**config.mk**
```make
export PLATFORM = sky130hd
export DESIGN_NAME = tower_frame_deser
export DESIGN_NICKNAME = d
export VERILOG_FILES = /design/src/rtl/tfd_pkg.sv /design/src/rtl/tfd_link_collector.sv /design/src/rtl/tfd_record_slicer.sv /design/src/rtl/tower_frame_deser.sv
export SDC_FILE = /design/constraint.sdc
export NUM_CORES = 1
export LEC_CHECK = 0
export BUFFER_PORTS_ARGS = -buffer_cell sky130_fd_sc_hd__buf_2
export CORE_MARGIN = 2
export CORE_UTILIZATION = 60
export CTS_CLUSTER_DIAMETER = 80
export DETAILED_ROUTE_END_ITERATION = 8
export PLACE_DENSITY = 0.81
export SKIP_LAST_GASP = 1
export SYNTH_ARGS = -nofsm -noshare
export SYNTH_HDL_FRONTEND = slang
export SYNTH_SLANG_ARGS = --single-unit
export TNS_END_PERCENT = 10
```
**constraint.sdc**
```tcl
create_clock -name clk -period 6.2 [get_ports clk]
set_clock_uncertainty 0.1 [all_clocks]
set_input_delay 0.93 -clock clk [delete_from_list [all_inputs] [get_ports clk]]
set_output_delay 0.93 -clock clk [all_outputs]
set_load 0.02 [all_outputs]
```
**src/rtl/tfd_pkg.sv**
```systemverilog
package tfd_pkg;
   // width of one tower record: two energy fields plus finegrain bit
   function automatic int tower_rec_w(input int et_w);
      return 2 * et_w + 1;
   endfunction
endpackage

```
**src/rtl/tfd_link_collector.sv**
```systemverilog
module tfd_link_collector #(
   parameter int WORD_W = 16,
   parameter int WORDS  = 8
) (
   input  logic                     clk,
   input  logic                     rst_n,
   input  logic                     bound_i,
   input  logic                     valid_i,
   input  logic                     sof_i,
   input  logic [WORD_W-1:0]        word_i,
   output logic                     done_o,
   output logic [WORDS*WORD_W-1:0]  words_o
);
   localparam int CNT_W = $clog2(WORDS + 1);
   localparam int IDX_W = $clog2(WORDS);

   generate
      if (WORDS < 2) begin : g_bad_depth
         $error("tfd_link_collector: WORDS must be at least 2");
      end
   endgenerate

   logic [CNT_W-1:0]  cnt;
   logic              started;
   logic [WORD_W-1:0] slot [WORDS];
   logic              restart;
   logic              take;

   assign restart = valid_i && sof_i;
   assign take    = valid_i && !sof_i && started && !bound_i
                    && (cnt < CNT_W'(WORDS));

   always_ff @(posedge clk) begin
      if (!rst_n) begin
         cnt     <= '0;
         started <= 1'b0;
      end else if (restart) begin
         cnt     <= CNT_W'(1);
         started <= 1'b1;
      end else if (bound_i) begin
         cnt     <= '0;
         started <= 1'b0;
      end else if (take) begin
         cnt     <= cnt + CNT_W'(1);
      end
   end

   always_ff @(posedge clk) begin
      if (restart) begin
         slot[0] <= word_i;
      end else if (take) begin
         slot[cnt[IDX_W-1:0]] <= word_i;
      end
   end

   assign done_o = started && (cnt == CNT_W'(WORDS));

   generate
      for (genvar g = 0; g < WORDS; g++) begin : g_out
         assign words_o[g*WORD_W +: WORD_W] = slot[g];
      end
   endgenerate

   // completion is only ever reached by accepting a word
   assert_done_needs_word_R4: assert property (@(posedge clk) disable iff (!rst_n)
      $rose(done_o) |-> $past(valid_i));
   // the fill count never passes the burst length
   assert_no_overfill_R6: assert property (@(posedge clk) disable iff (!rst_n)
      done_o && valid_i && !sof_i |=> $stable(words_o));
endmodule

```
**src/rtl/tfd_record_slicer.sv**
```systemverilog
module tfd_record_slicer #(
   parameter int NUM_TOWERS = 15,
   parameter int ET_W       = 8
) (
   input  logic [NUM_TOWERS*tfd_pkg::tower_rec_w(ET_W)-1:0] frame_i,
   output logic [NUM_TOWERS*ET_W-1:0]                        ecal_o,
   output logic [NUM_TOWERS*ET_W-1:0]                        hcal_o,
   output logic [NUM_TOWERS-1:0]                             fg_o
);
   localparam int REC_W = tfd_pkg::tower_rec_w(ET_W);

   generate
      for (genvar k = 0; k < NUM_TOWERS; k++) begin : g_tower
         assign ecal_o[k*ET_W +: ET_W] = frame_i[k*REC_W +: ET_W];
         assign hcal_o[k*ET_W +: ET_W] = frame_i[k*REC_W + ET_W +: ET_W];
         assign fg_o[k]                = frame_i[k*REC_W + 2*ET_W];
      end
   endgenerate
endmodule

```
**src/rtl/tower_frame_deser.sv**
```systemverilog
module tower_frame_deser #(
   parameter int WORD_W     = 16,
   parameter int WORDS      = 8,
   parameter int NUM_TOWERS = 15,
   parameter int ET_W       = 8
) (
   input  logic                       clk,
   input  logic                       rst_n,
   input  logic                       xing_en,
   input  logic                       lnk_a_valid,
   input  logic                       lnk_a_sof,
   input  logic [WORD_W-1:0]          lnk_a_word,
   input  logic                       lnk_b_valid,
   input  logic                       lnk_b_sof,
   input  logic [WORD_W-1:0]          lnk_b_word,
   output logic                       frame_valid,
   output logic                       frame_error,
   output logic [NUM_TOWERS*ET_W-1:0] tower_ecal,
   output logic [NUM_TOWERS*ET_W-1:0] tower_hcal,
   output logic [NUM_TOWERS-1:0]      tower_fg
);
   localparam int LINK_W  = WORDS * WORD_W;
   localparam int FRAME_W = 2 * LINK_W;
   localparam int REC_W   = tfd_pkg::tower_rec_w(ET_W);
   localparam int USED_W  = NUM_TOWERS * REC_W;

   generate
      if (USED_W > FRAME_W) begin : g_bad_fit
         $error("tower_frame_deser: towers do not fit in the frame");
      end
   endgenerate

   logic              a_done, b_done;
   logic [LINK_W-1:0] a_words, b_words;
   logic [USED_W-1:0] frame_q;

   tfd_link_collector #(.WORD_W(WORD_W), .WORDS(WORDS)) u_link_a (
      .clk(clk), .rst_n(rst_n), .bound_i(xing_en),
      .valid_i(lnk_a_valid), .sof_i(lnk_a_sof), .word_i(lnk_a_word),
      .done_o(a_done), .words_o(a_words));

   tfd_link_collector #(.WORD_W(WORD_W), .WORDS(WORDS)) u_link_b (
      .clk(clk), .rst_n(rst_n), .bound_i(xing_en),
      .valid_i(lnk_b_valid), .sof_i(lnk_b_sof), .word_i(lnk_b_word),
      .done_o(b_done), .words_o(b_words));

   always_ff @(posedge clk) begin
      if (!rst_n) begin
         frame_q     <= '0;
         frame_valid <= 1'b0;
         frame_error <= 1'b0;
      end else begin
         frame_valid <= 1'b0;
         if (xing_en) begin
            if (a_done && b_done) begin
               frame_q     <= USED_W'({b_words, a_words});
               frame_valid <= 1'b1;
            end else begin
               frame_error <= 1'b1;
            end
         end
      end
   end

   tfd_record_slicer #(.NUM_TOWERS(NUM_TOWERS), .ET_W(ET_W)) u_slicer (
      .frame_i(frame_q), .ecal_o(tower_ecal), .hcal_o(tower_hcal), .fg_o(tower_fg));

   // a frame is only presented right after a crossing boundary
   assert_fv_after_bound_R4: assert property (@(posedge clk) disable iff (!rst_n)
      frame_valid |-> $past(xing_en));
   // the crossing that raises the error presents no frame
   assert_short_blocks_R5: assert property (@(posedge clk) disable iff (!rst_n)
      $rose(frame_error) |-> !frame_valid);
   // tower fields hold between frame pulses
   assert_hold_fields_R9: assert property (@(posedge clk) disable iff (!rst_n)
      !frame_valid |-> ($stable(tower_ecal) && $stable(tower_hcal) && $stable(tower_fg)));
   // the error flag never clears on its own
   assert_err_sticky_R10: assert property (@(posedge clk) disable iff (!rst_n)
      frame_error |=> frame_error);
endmodule

```
# Word-level counts from Yosys, hierarchy flattened
# Memories as Yosys holds them, arrays and structs flattened. A register that Yosys moved wholly into a read port is not among the register bits.
# Cells that the tools add are included.
# op_classes
addsub	2
magnitude_cmp	2
eq_ne	2
n_mux	26
bitwise_logic	2
n_reduce_logical	43
# op_table
op	count
$mux 16	2
$reduce_or 16->1	2
$mux 1	22
$logic_not 1->1	19
$logic_and 1x1->1	13
$add 4x1->4 const B	2
$eq 4x4->1 const B	2
$lt 4x4->1 const B	2
$mux 3	2
$reduce_and 2->1	3
$reduce_bool 3->1	2
$reduce_or 3->1	2
$reduce_bool 2->1	2
$not 1->1	2
# word_totals
ff_bits	12
ram_bits	256
inputBits	39
out_inout_bits	257
word_cells	87
mem_count	2
# mem_list
name	words	word_bits	read_ports	rd_clocked_by_memory_dff	write_ports	line_no	rtl
u_link_a.slot	8	16	8	8	1	tfd_link_collector.sv:25	logic [WORD_W-1:0] slot [WORDS];
u_link_b.slot	8	16	8	8	1	tfd_link_collector.sv:25	

# Depth between registers and ports, before layout
# Gate-level depths: netlist of run 1.
# logic_depth
depth_word	10
depth_mapped	7
depth_no_buf	5

# Modules after synthesis
# From an unflattened synthesis of run 1, not the netlist that was laid out.
# unflattened
cells_unflattened	1717
hier_area_um2	20562.2
# by_module_without_submodules
mod	instances	cells_per_inst	area_each_um2	seq_area_each_um2
tower_frame_deser	1	1112	10224.8	5144.9
tfd_link_collector	2	175	4211.5	3943.8
tfd_record_slicer	1	255	1914.3	0.0

# Least setup slack after synthesis of run 1
# OpenSTA, ideal clock, no wires.
# synth_path
path_type	input to register
from	input port lnk_b_valid
to	memory u_link_b.slot[0][0], enable pin
setup_ps	435
t_arrival_ps	3232
t_required_ps	5665
slack_ps	2432
cell_stages	3
path_buffers	0
cell_sequence	nor4bb_1 -> nand2_1 -> o41ai_1
# synth_between
elab_chain_len	9
elab_cells_between_ends	13
classes_between	7 x mux; 6 x reduce/logical
# synth_rtl
item	line_no	rtl
start: declaration	tower_frame_deser.sv:13	input logic lnk_b_valid,
$logic_and 1x1->1 (3 in series)	tfd_link_collector.sv:30	assign take = valid_i && !sof_i && started && !bound_i
$logic_and 1x1->1	tfd_link_collector.sv:31	&& (cnt < CNT_W'(WORDS));
$mux 1	tfd_link_collector.sv:51	end else if (take) begin
$mux 1	tfd_link_collector.sv:49	if (restart) begin
$mux 1 (not written as such)	tfd_link_collector.sv:52	slot[cnt[IDX_W-1:0]] <= word_i;
$reduce_or 16->1 (no source line)	-	
$mux 3 (no source line) or $mux 1 (tied branches)	-	
end: declaration	tfd_link_collector.sv:25	
# Several ways; a longest one is shown, not always the timed one.

# Final worst setup path of run 1
# layout_path
from	register u_link_b.cnt[1]
to	register frame_q[186] (read register of u_link_b.slot)
# layout_between
elab_chain_len	4
# layout_rtl
item	line_no	rtl
start: declaration	tfd_link_collector.sv:23	logic [CNT_W-1:0] cnt;
start signal: assignment	tfd_link_collector.sv:44	cnt <= cnt + CNT_W'(1);
$eq 4x4->1	tfd_link_collector.sv:56	assign done_o = started && (cnt == CNT_W'(WORDS));
$logic_and 1x1->1	tfd_link_collector.sv:56	
$logic_and 1x1->1	tower_frame_deser.sv:55	if (a_done && b_done) begin
$reduce_and 2->1 (no source line)	-	
end: declaration	tower_frame_deser.sv:35	logic [USED_W-1:0] frame_q;
# No other way between the ends.
# A chain may end at the register's enable or synchronous reset.

==> results of run 1 <==
## state kept, by name, summed over array words and instances (netlist names)
register / flops
frame_error: 1
frame_q: 255
frame_valid: 1
u_link_a.cnt: 4
u_link_a.slot: 128
u_link_a.started: 1
u_link_b.cnt: 4
u_link_b.slot: 127
u_link_b.started: 1
## cell families after synthesis
family                   after synthesis
flip-flops                           522
multiplexers                         256
buffers and inverters                 95
AO/OA/AOI/OAI                         16
adder cells (fa/ha/maj)                4
AND/OR/NAND/NOR                      557
## layer usage
| layer | part of all wire [%] | track usage (%) | vias to the layer above |
|---|---|---|---|
| li1 | - | - | 5488 |
| met1 | 43 | 36.01 | 5765 |
| met2 | 47 | 41.14 | 401 |
| met3 | 6.3 | 4.656 | 101 |
| met4 | 3.7 | 9.355 | 0 |
| met5 | 0 | 0 | - |
## power groups by stage
stage	clock, W	combinational [W]	sequential (W)
2_1_floorplan	0	0.0000784	0.00371
5_1_grt	0.00321	0.000172	0.00363
4_1_cts	0.00306	0.000158	0.00363
3_5_place_dp	0	0.000158	0.00371
6_report	0.00302	0.000159	0.00363
3_3_place_gp	0	0.000154	0.00371
## synth_stat cells, drive strengths merged
cell type,n
dfxtp,267
or4,2
nand4bb,3
buf,30
o21ba,2
clkbuf,57
a21oi,6
nand2b,2
o41ai,2
nor4,6
nor3b,1
or3b,1
nor2b,1
ha,4
nand4,4
nor2,4
mux2i,256
nand3b,1
o211ai,2
edfxtp,255
o31ai,1
nand2,520
nor3,6
nand3,2
o21ai,3
inv,8
and4,2
or3,1
nor4bb,1
## area by class of cell
cell class	count	area, µm²
antenna	2	5.005
clock buffer	77	1505
clock inverter	17	162.7
fill	2053	8802
inverter	8	30.03
multi-input combinational	833	5007
sequential	522	13000
tap	396	495.5
timing repair buffer	313	1659
## worst reg2reg max path: stages (launching register included)
cell and delay, ps:
dfxtp_1 390, inv_1 210, ha_1 230, nand4bb_4 160, nor3_4 300, buf_12 640, mux2i_1 670
## how the worst max path moves through the flow
| stage | from | to | slack [ps] |
|---|---|---|---|
| floorplan | lnk_b_valid | u_link_b.slot[0][0] | 2430 |
| global placement | lnk_a_sof | u_link_a.slot[7][5] | 3250 |
| detailed placement | lnk_a_sof | u_link_a.slot[7][8] | 3150 |
| CTS | u_link_b.cnt[1] | frame_q[254] | 3540 |
| global route | u_link_b.cnt[1] | frame_q[179] | 3380 |
| finish | u_link_b.cnt[1] | frame_q[186] | 3420 |
## metrics by stage
step	setup WS, ps	std cells	utilization, %	instance area, µm²	total power, W
floorplan	2432	1450	-	18760	0.003784
global route	3378	2167	71.29	21860	0.007008
global placement	3254	2072	65.85	20190	0.003860
CTS	3540	2166	71.28	21860	0.006848
detailed placement	3155	2072	65.85	20190	0.003864
finish	3423	2168	71.30	21870	0.006815
==> metrics, run 1 <==
status=complete, no violations; CP Launch Type=register; number of synthesized register bits=about 520; CP peak stage delay=630 ps; worst r2r dst=frame_q[186]; Post-Synth XOR/XNOR Area=0%; Routed wire per std cell=approximately 20 µm; post-synth top area share=between 40% and 50%; max frequency=around 0.36 GHz; R2R depth=6; simple-gate share of the synthesized area=between 10% and 20%; final hold violations=0; crit path max fanout=around 150; DRT Wirelength=between 40000 and 50000 µm; gr ovfl total=0; clk buf depth=3; hold_ws=351.4 ps; H-tree depth=2; Slew @ Worst Pin=1240 ps; CTS tree=built; via count=11755; initial antenna violation count=2; reg-to-reg slack, setup=3420 ps; Min-Delay Path Depth=2; std cell rows=64; Max Slew Vio Count=0; DRT iter0 DRCs=approximately 1100; critical path depth=6; PostCTS Resize Cnt=0; GPL Wtd Cong=around 0.8; Flop pwr share=roughly 53%; HP Start=frame_q[12]; final setup vio count=0; Core ar.=30670 µm²; WHS Endpoint=frame_q[12]; clk sinks=~520; Yosys cell types=35; Synth Cell Area=18760 µm²; CTS root buf=clkbuf_16; clock-pin slew on the worst setup and hold paths=roughly 60 ps; vias per inst=5.422; switch share=between 20% and 30%; CP Capture Type=register; Clk pwr share=between 40% and 50%; register area share after synthesis=between 60% and 70%; Pre-antenna DRT Iters=5; Synth Area per Inst=about 13 µm²; number of global-route vias before repair=~11000; reg-to-reg startpoint=u_link_b.cnt[1]; GRT Total Usage=roughly a quarter; logic gate share of total power=roughly 2.3%; worst hold path type=register to register; post-synthesis mux area share=approximately 14%; Power Density=311.7 nW/µm²; Max rail drop VDD=approximately 0.25 mV; setup TNS=0 ps; Net Sw Power=0.001397 W; post-DP HPWL=roughly 27000 µm; post-CTS setup repair buffer count=0; total CTS buffers=50; area leader, netlist=edfxtp_1; clock latency on the worst-skew pair=approximately 560 ps; Leak Pwr=approximately 8.3 nW; largest family of logic cells by synthesized area=multiplexers; crit path DAT=3140 ps; post-synthesis compound-gate area fraction=0.5603%; Die H=180.8 µm; hold buffers post-CTS=0; Top Family by Delay on Critical Path=buffers and inverters; first-pass GRT wire length=around 65000 µm; Buf/Inv on CP=2; Initial Util=61.16%; Syn. warnings=0; Final Cycle Share=between 40% and 50%; area growth from synthesis to layout=16.58%; floorplan die width=~180 µm; residual DRC count=0; adder-cell area share of the yosys netlist=less than 1%; relative slew slack=17.33%; max-cap violation count=0; share of post-route cells with drive strength above 1=23.22%; DIE AREA=between 30000 and 40000 µm²; DRT antenna net count=0; input/output buffers=just under 300; IO Count=slightly below 300; critical path required time=around 6600 ps; leading post-synthesis cells by cell area=edfxtp_1, dfxtp_1, mux2i_1; syn nets=roughly 1500; fin crit period=2777 ps; Cell Chain, Critical Path=inv_1 -> ha_1 -> nand4bb_4 -> nor3_4 -> buf_12 -> mux2i_1; most common cell after layout, fill and taps aside=nand2_1; crit path kind=register to register; Layout Nets=1771; commonest non-fill, non-tap cells in the layout=nand2_1, buf_2, dfxtp_1; Int Pwr=around 0.0054 W; unrepaired setup endpoints after global routing=no; largest net degree at the start of global routing=~240; Mapped Cells=approximately 1500; Crit-path slowest cell=buf_12
No activity file was read; power rests on OpenSTA's default activity.
==> run 2: changes to the inputs <==
Settings changed: CORE_UTILIZATION 60 to 51, PLACE_DENSITY 0.81 to 0.73.
Clock period 6.2 ns to 2.4 ns, I/O delays scaled along.
==> run 2 against run 1 <==
  * Hold slack worse by 310 ps
  * Register-to-register slack worse by 3300 ps
  * Cell area is 2.4% higher
  * Sequential cell count stayed put
  * Power grew to 2.6 times the previous value
  * Critical path type unchanged
  * Wire length is 0.67% higher
  * Worst setup slack worse by 3300 ps
==> metrics, run 2 (synthesized netlist as in run 1, its figures left out) <==
DRT iter0 DRCs=600; Largest Register=frame_q; share of post-route cells with drive strength above 1=about a quarter; largest net degree at the start of global routing=151; hold_ws=between 30 and 40 ps; first-pass GRT wire length=~65000 µm; unrepaired setup endpoints after global routing=yes; number of global-route vias before repair=11299; Area after DPL=approximately 21000 µm²; vias per inst=around 5; Ant. Diodes=0; Die H=approximately 200 µm; Cell Chain, Critical Path=inv_1 -> ha_1 -> nand4bb_4 -> nor3_4 -> buf_12 -> mux2i_1; biggest regs=frame_q x255, u_link_a.slot x128, u_link_b.slot x127; Power Density=about 790 nW/µm²; area growth from synthesis to layout=19.34%; crit path kind=register to register; input/output buffers=between 200 and 300; commonest non-fill, non-tap cells in the layout=nand2_1, buf_2, dfxtp_1; most common cell after layout, fill and taps aside=nand2_1; IO Count=just under 300; residual DRC count=0; Leak Pwr=approximately 8.5 nW; GRT Total Usage=22.60%; DIE AREA=about 38000 µm²; clk sinks=between 500 and 600; floorplan die width=around 200 µm; Initial Util=approximately half; Slew @ Worst Pin=between 600 and 700 ps; Buf/Inv on CP=2; post-DP HPWL=about 28000 µm; crit path max fanout=63; total CTS buffers=52; Routed wire per std cell=19.17 µm; H-tree depth=2; initial antenna violation count=0; std cell rows=70; CP peak stage delay=slightly above 400 ps; total power=around 0.018 W; post-route cell area=roughly 22000 µm²; Cell Count, Final, Fillers Out=2270; clock-pin slew on the worst setup and hold paths=roughly 60 ps; clock latency on the worst-skew pair=approximately 600 ps; final setup vio count=0; via count=~12000; critical path required time=2820 ps; Top Family by Delay on Critical Path=buffers and inverters; DRT Wirelength=roughly 44000 µm; max reg flops=255; max frequency=0.4364 GHz; worst hold path type=input pin to register; Max Slew Vio Count=0; Crit-path slowest cell=buf_12; gr ovfl total=0; crit path DAT=2710 ps; GPL Wtd Cong=0.7734; number of fill cells=around 2900; max-cap violation count=0; DRT antenna net count=0; Core ar.=~36000 µm²; Max rail drop VDD=0.6216 mV; CP Launch Type=register; fin crit period=roughly 2300 ps; Layout Nets=~1800; status=complete, no violations; clk buf depth=3; CTS tree=built; relative slew slack=59.35%; placed insts=~2200; CP Capture Type=register; Final Cycle Share=approximately 95%; final hold violations=0; CTS root buf=clkbuf_16; Pre-antenna DRT Iters=5
run 2: changes by cell type in the layout (fill, tap and decap cells not counted), moves of 2 or more:
cell and change:
buf_12 +15, buf_4 +7, clkbuf_8 -5, clkinv_1 +5
clkinv_2 -3, clkinvlp_4 +2, diode_2 -2, dlygate4sd3_1 +7
o41ai_2 -2, o41ai_4 +2
run 2: final timing paths:
path / start / end / slack, ps / cells after the start
worst max-delay path: u_link_b.cnt[1] / frame_q[184] / 110 / 6
worst min-delay path: lnk_b_word[11] / u_link_b.slot[7][11] / 40 / 1
worst max register to register: u_link_b.cnt[1] / frame_q[184] / 110 / 6
worst min register to register: frame_error / frame_error / 350 / 2
run 2: what timing repair did:
action | in CTS | in global routing
setup buffers | 0 | 0
gates resized for setup | 0 | 0
hold buffers | 7 | 0
endpoints found under the setup margin | 0 | 2
hold endpoints to repair | 32 | 0
run 2: metal layers:
layer	up-vias	track usage, %	wire [µm]
li1	5554	-	-
met1	5602	29.36	18580
met2	321	37.17	20650
met3	59	7.220	3499
met4	0	5.303	797
met5	-	0	0
run 2: stage by stage:
stage	util, %	setup TNS, ps	setup WS, ps
6_report	61.44	0	108.7
4_1_cts	61.44	0	100.8
5_1_grt	61.44	-10.09	-5.991
3_3_place_gp	56.71	0	191.7
3_5_place_dp	56.71	0	133.1
2_1_floorplan	-	-55070	-648.9
run 2: final cells by class:
type / count / area (µm²) / share of cell area (%)
Timing Repair Buffer: 342 / 2082 / 9.300
Clock buffer: 73 / 1440 / 6.433
Inverter: 8 / 30.03 / 0.1341
Clock inverter: 24 / 214.0 / 0.9557
Sequential cell: 522 / 13000 / 58.08
Tap cell: 468 / 585.6 / 2.616
Multi-Input combinational cell: 833 / 5032 / 22.48
run 2: power by group:
part | switching [W] | leakage (nW) | internal, W
Sequential | 0.0000131 | 4.45 | 0.00937
Combinational | 0.000335 | 3.26 | 0.0000973
Clock | 0.00337 | 0.801 | 0.00443
==> run 3: changes to the inputs <==
Clock period 2.4 ns to 2.03 ns, I/O delays scaled along.
==> run 3 against run 2 <==
  * Wire length grew 2.4%
  * Worst setup slack lost 49 ps
  * Highest routed layer is now met5
  * Critical path depth grew 1
  * Die area is the same
  * Cell area grew 2.0%
  * Largest power group unchanged
  * Combinational power grew 31%
  * Count of clock-buffer cells in the layout grew 4
  * Largest cell class unchanged
  * Via count grew 3.6%
  * Sequential cell count is the same
  * Global-route usage grew 0.24 points
  * Hold slack lost 16 ps
  * Non-clock buffer count grew 29
==> metrics, run 3 (synthesized netlist as in run 1, its figures left out) <==
WL met3=just under 3000 µm; initial antenna violation count=4; Final WS setup=approximately 59 ps; Top Family by Delay on Critical Path=buffers and inverters; input/output buffers=approximately 300; Layout Nets=~1800; Power Density=900.6 nW/µm²; unrepaired setup endpoints after global routing=no; share of post-route cells with drive strength above 1=25.18%; CTS tree=built; clk buf depth=3; Cell Chain, Critical Path=dlygate4sd3_1 -> buf_2 -> nor4bb_4 -> nand2_4 -> buf_4 -> nor4_4 -> buf_12; DRT antenna net count=0; Ant. Diodes=0; max frequency=~0.51 GHz; status=complete, no violations; residual DRC count=0; largest net degree at the start of global routing=roughly 120; most common cell after layout, fill and taps aside=nand2_1; area growth from synthesis to layout=21.68%; vias per inst=5.208; H-tree depth=2; std cell rows=70; top layer reached by signal wires=met5; crit path max fanout=16; post-DP HPWL=just under 30000 µm; Leak Pwr=8.727 nW; DIE AREA=around 38000 µm²; DRT Wirelength=around 45000 µm; post-route cell area=about 23000 µm²; Slew @ Worst Pin=between 500 and 600 ps; Max rail drop VDD=~0.66 mV; CP Capture Type=register; via count=around 12000; final hold violations=0; CP peak stage delay=between 500 and 600 ps; Pre-antenna DRT Iters=5; total CTS buffers=50; Largest Register=frame_q; commonest non-fill, non-tap cells in the layout=nand2_1, buf_2, dfxtp_1; max reg flops=255; relative slew slack=between 60% and 70%; floorplan die width=about 200 µm; number of global-route vias before repair=approximately 11000; DRT iter0 DRCs=approximately 800; CTS root buf=clkbuf_16; WL met2=~21000 µm; final setup vio count=0; max-cap violation count=0; clock-pin slew on the worst setup and hold paths=~60 ps; Setup WS pre-CTS=47.94 ps; number of fill cells=about 2800; wl on met1=a little under 20000 µm; final core occ=between 60% and 70%; Final Cycle Share=between 90% and 100%; clock latency on the worst-skew pair=~560 ps; IO Count=roughly 300; critical path required time=approximately 2200 ps; Routed wire per std cell=about 19 µm; fin crit period=1971 ps; crit path DAT=roughly 2100 ps; Buf/Inv on CP=4; gr ovfl total=0; Core ar.=approximately 36000 µm²; Initial Util=approximately 51%; crit path kind=input pin to register; Area after DPL=about 21000 µm²; Max Slew Vio Count=0; CP Launch Type=input pin; GRT Total Usage=around 23%; first-pass GRT wire length=around 67000 µm; worst hold path type=input pin to register; Crit-path slowest cell=dlygate4sd3_1; setup TNS=0 ps; clk sinks=approximately 520; biggest regs=frame_q x255, u_link_a.slot x128, u_link_b.slot x127; Die H=195.8 µm; GPL Wtd Cong=just over 0.8
## run 3: cell types whose count changed in the layout (fill, tap and decap cells not counted), sizes merged
cell and change:
clkbuf +5, buf +30, dlygate4sd3 -2, inv -1
clkinv -4, clkinvlp -3
## run 3: final cells by class
class | count | area (µm²) | share of cell area, %
Multi-Input combinational cell | 833 | 5101 | 22.35
Sequential cell | 522 | 13000 | 56.97
Timing Repair Buffer | 371 | 2529 | 11.08
Inverter | 8 | 30.03 | 0.1316
Clock buffer | 77 | 1423 | 6.233
Clock inverter | 16 | 153.9 | 0.6742
Tap cell | 468 | 585.6 | 2.565
## run 3: path summary, 6_finish.rpt
check                                startpoint                   end  slack (ps)  cells past startpoint
worst max-delay path                  lnk_b_sof   u_link_b.slot[2][1]          60                      7
worst min-delay path             lnk_a_word[14]  u_link_a.slot[3][14]          20                      1
worst max register to register  u_link_a.cnt[0]           frame_q[75]         160                      7
worst min register to register      frame_q[74]           frame_q[74]         350                      2
## run 3: report_power, final
group / internal, W / switching, W
logic: 0.000151 / 0.000417
registers: 0.0111 / 0.0000120
clock network: 0.00510 / 0.00381
total: 0.0163 / 0.00424
## run 3: timing repair
action | CTS | global route
setup buffers | 0 | 3
endpoints found under the setup margin | 0 | 89
endpoints found under the hold margin | 17 | 0
gates resized for setup | 0 | 1
hold buffers | 5 | 0
## run 3: through the flow
stage / cells / hold WS, ps / total power, W
after floorplan: 1450 / 303.4 / 0.01157
after global placement: 2193 / 340.2 / 0.01187
after detailed placement: 2193 / 342.8 / 0.01188
after CTS: 2291 / 3.223 / 0.02072
after global routing: 2295 / 10.66 / 0.02113
final: 2295 / 21.44 / 0.02056
## run 3: metal layers
metal / vias up / GRT usage [%]
li1: 5604 / -
met1: 5864 / 32.00
met2: 409 / 36.81
met3: 73 / 3.696
met4: 2 / 7.183
met5: - / 0
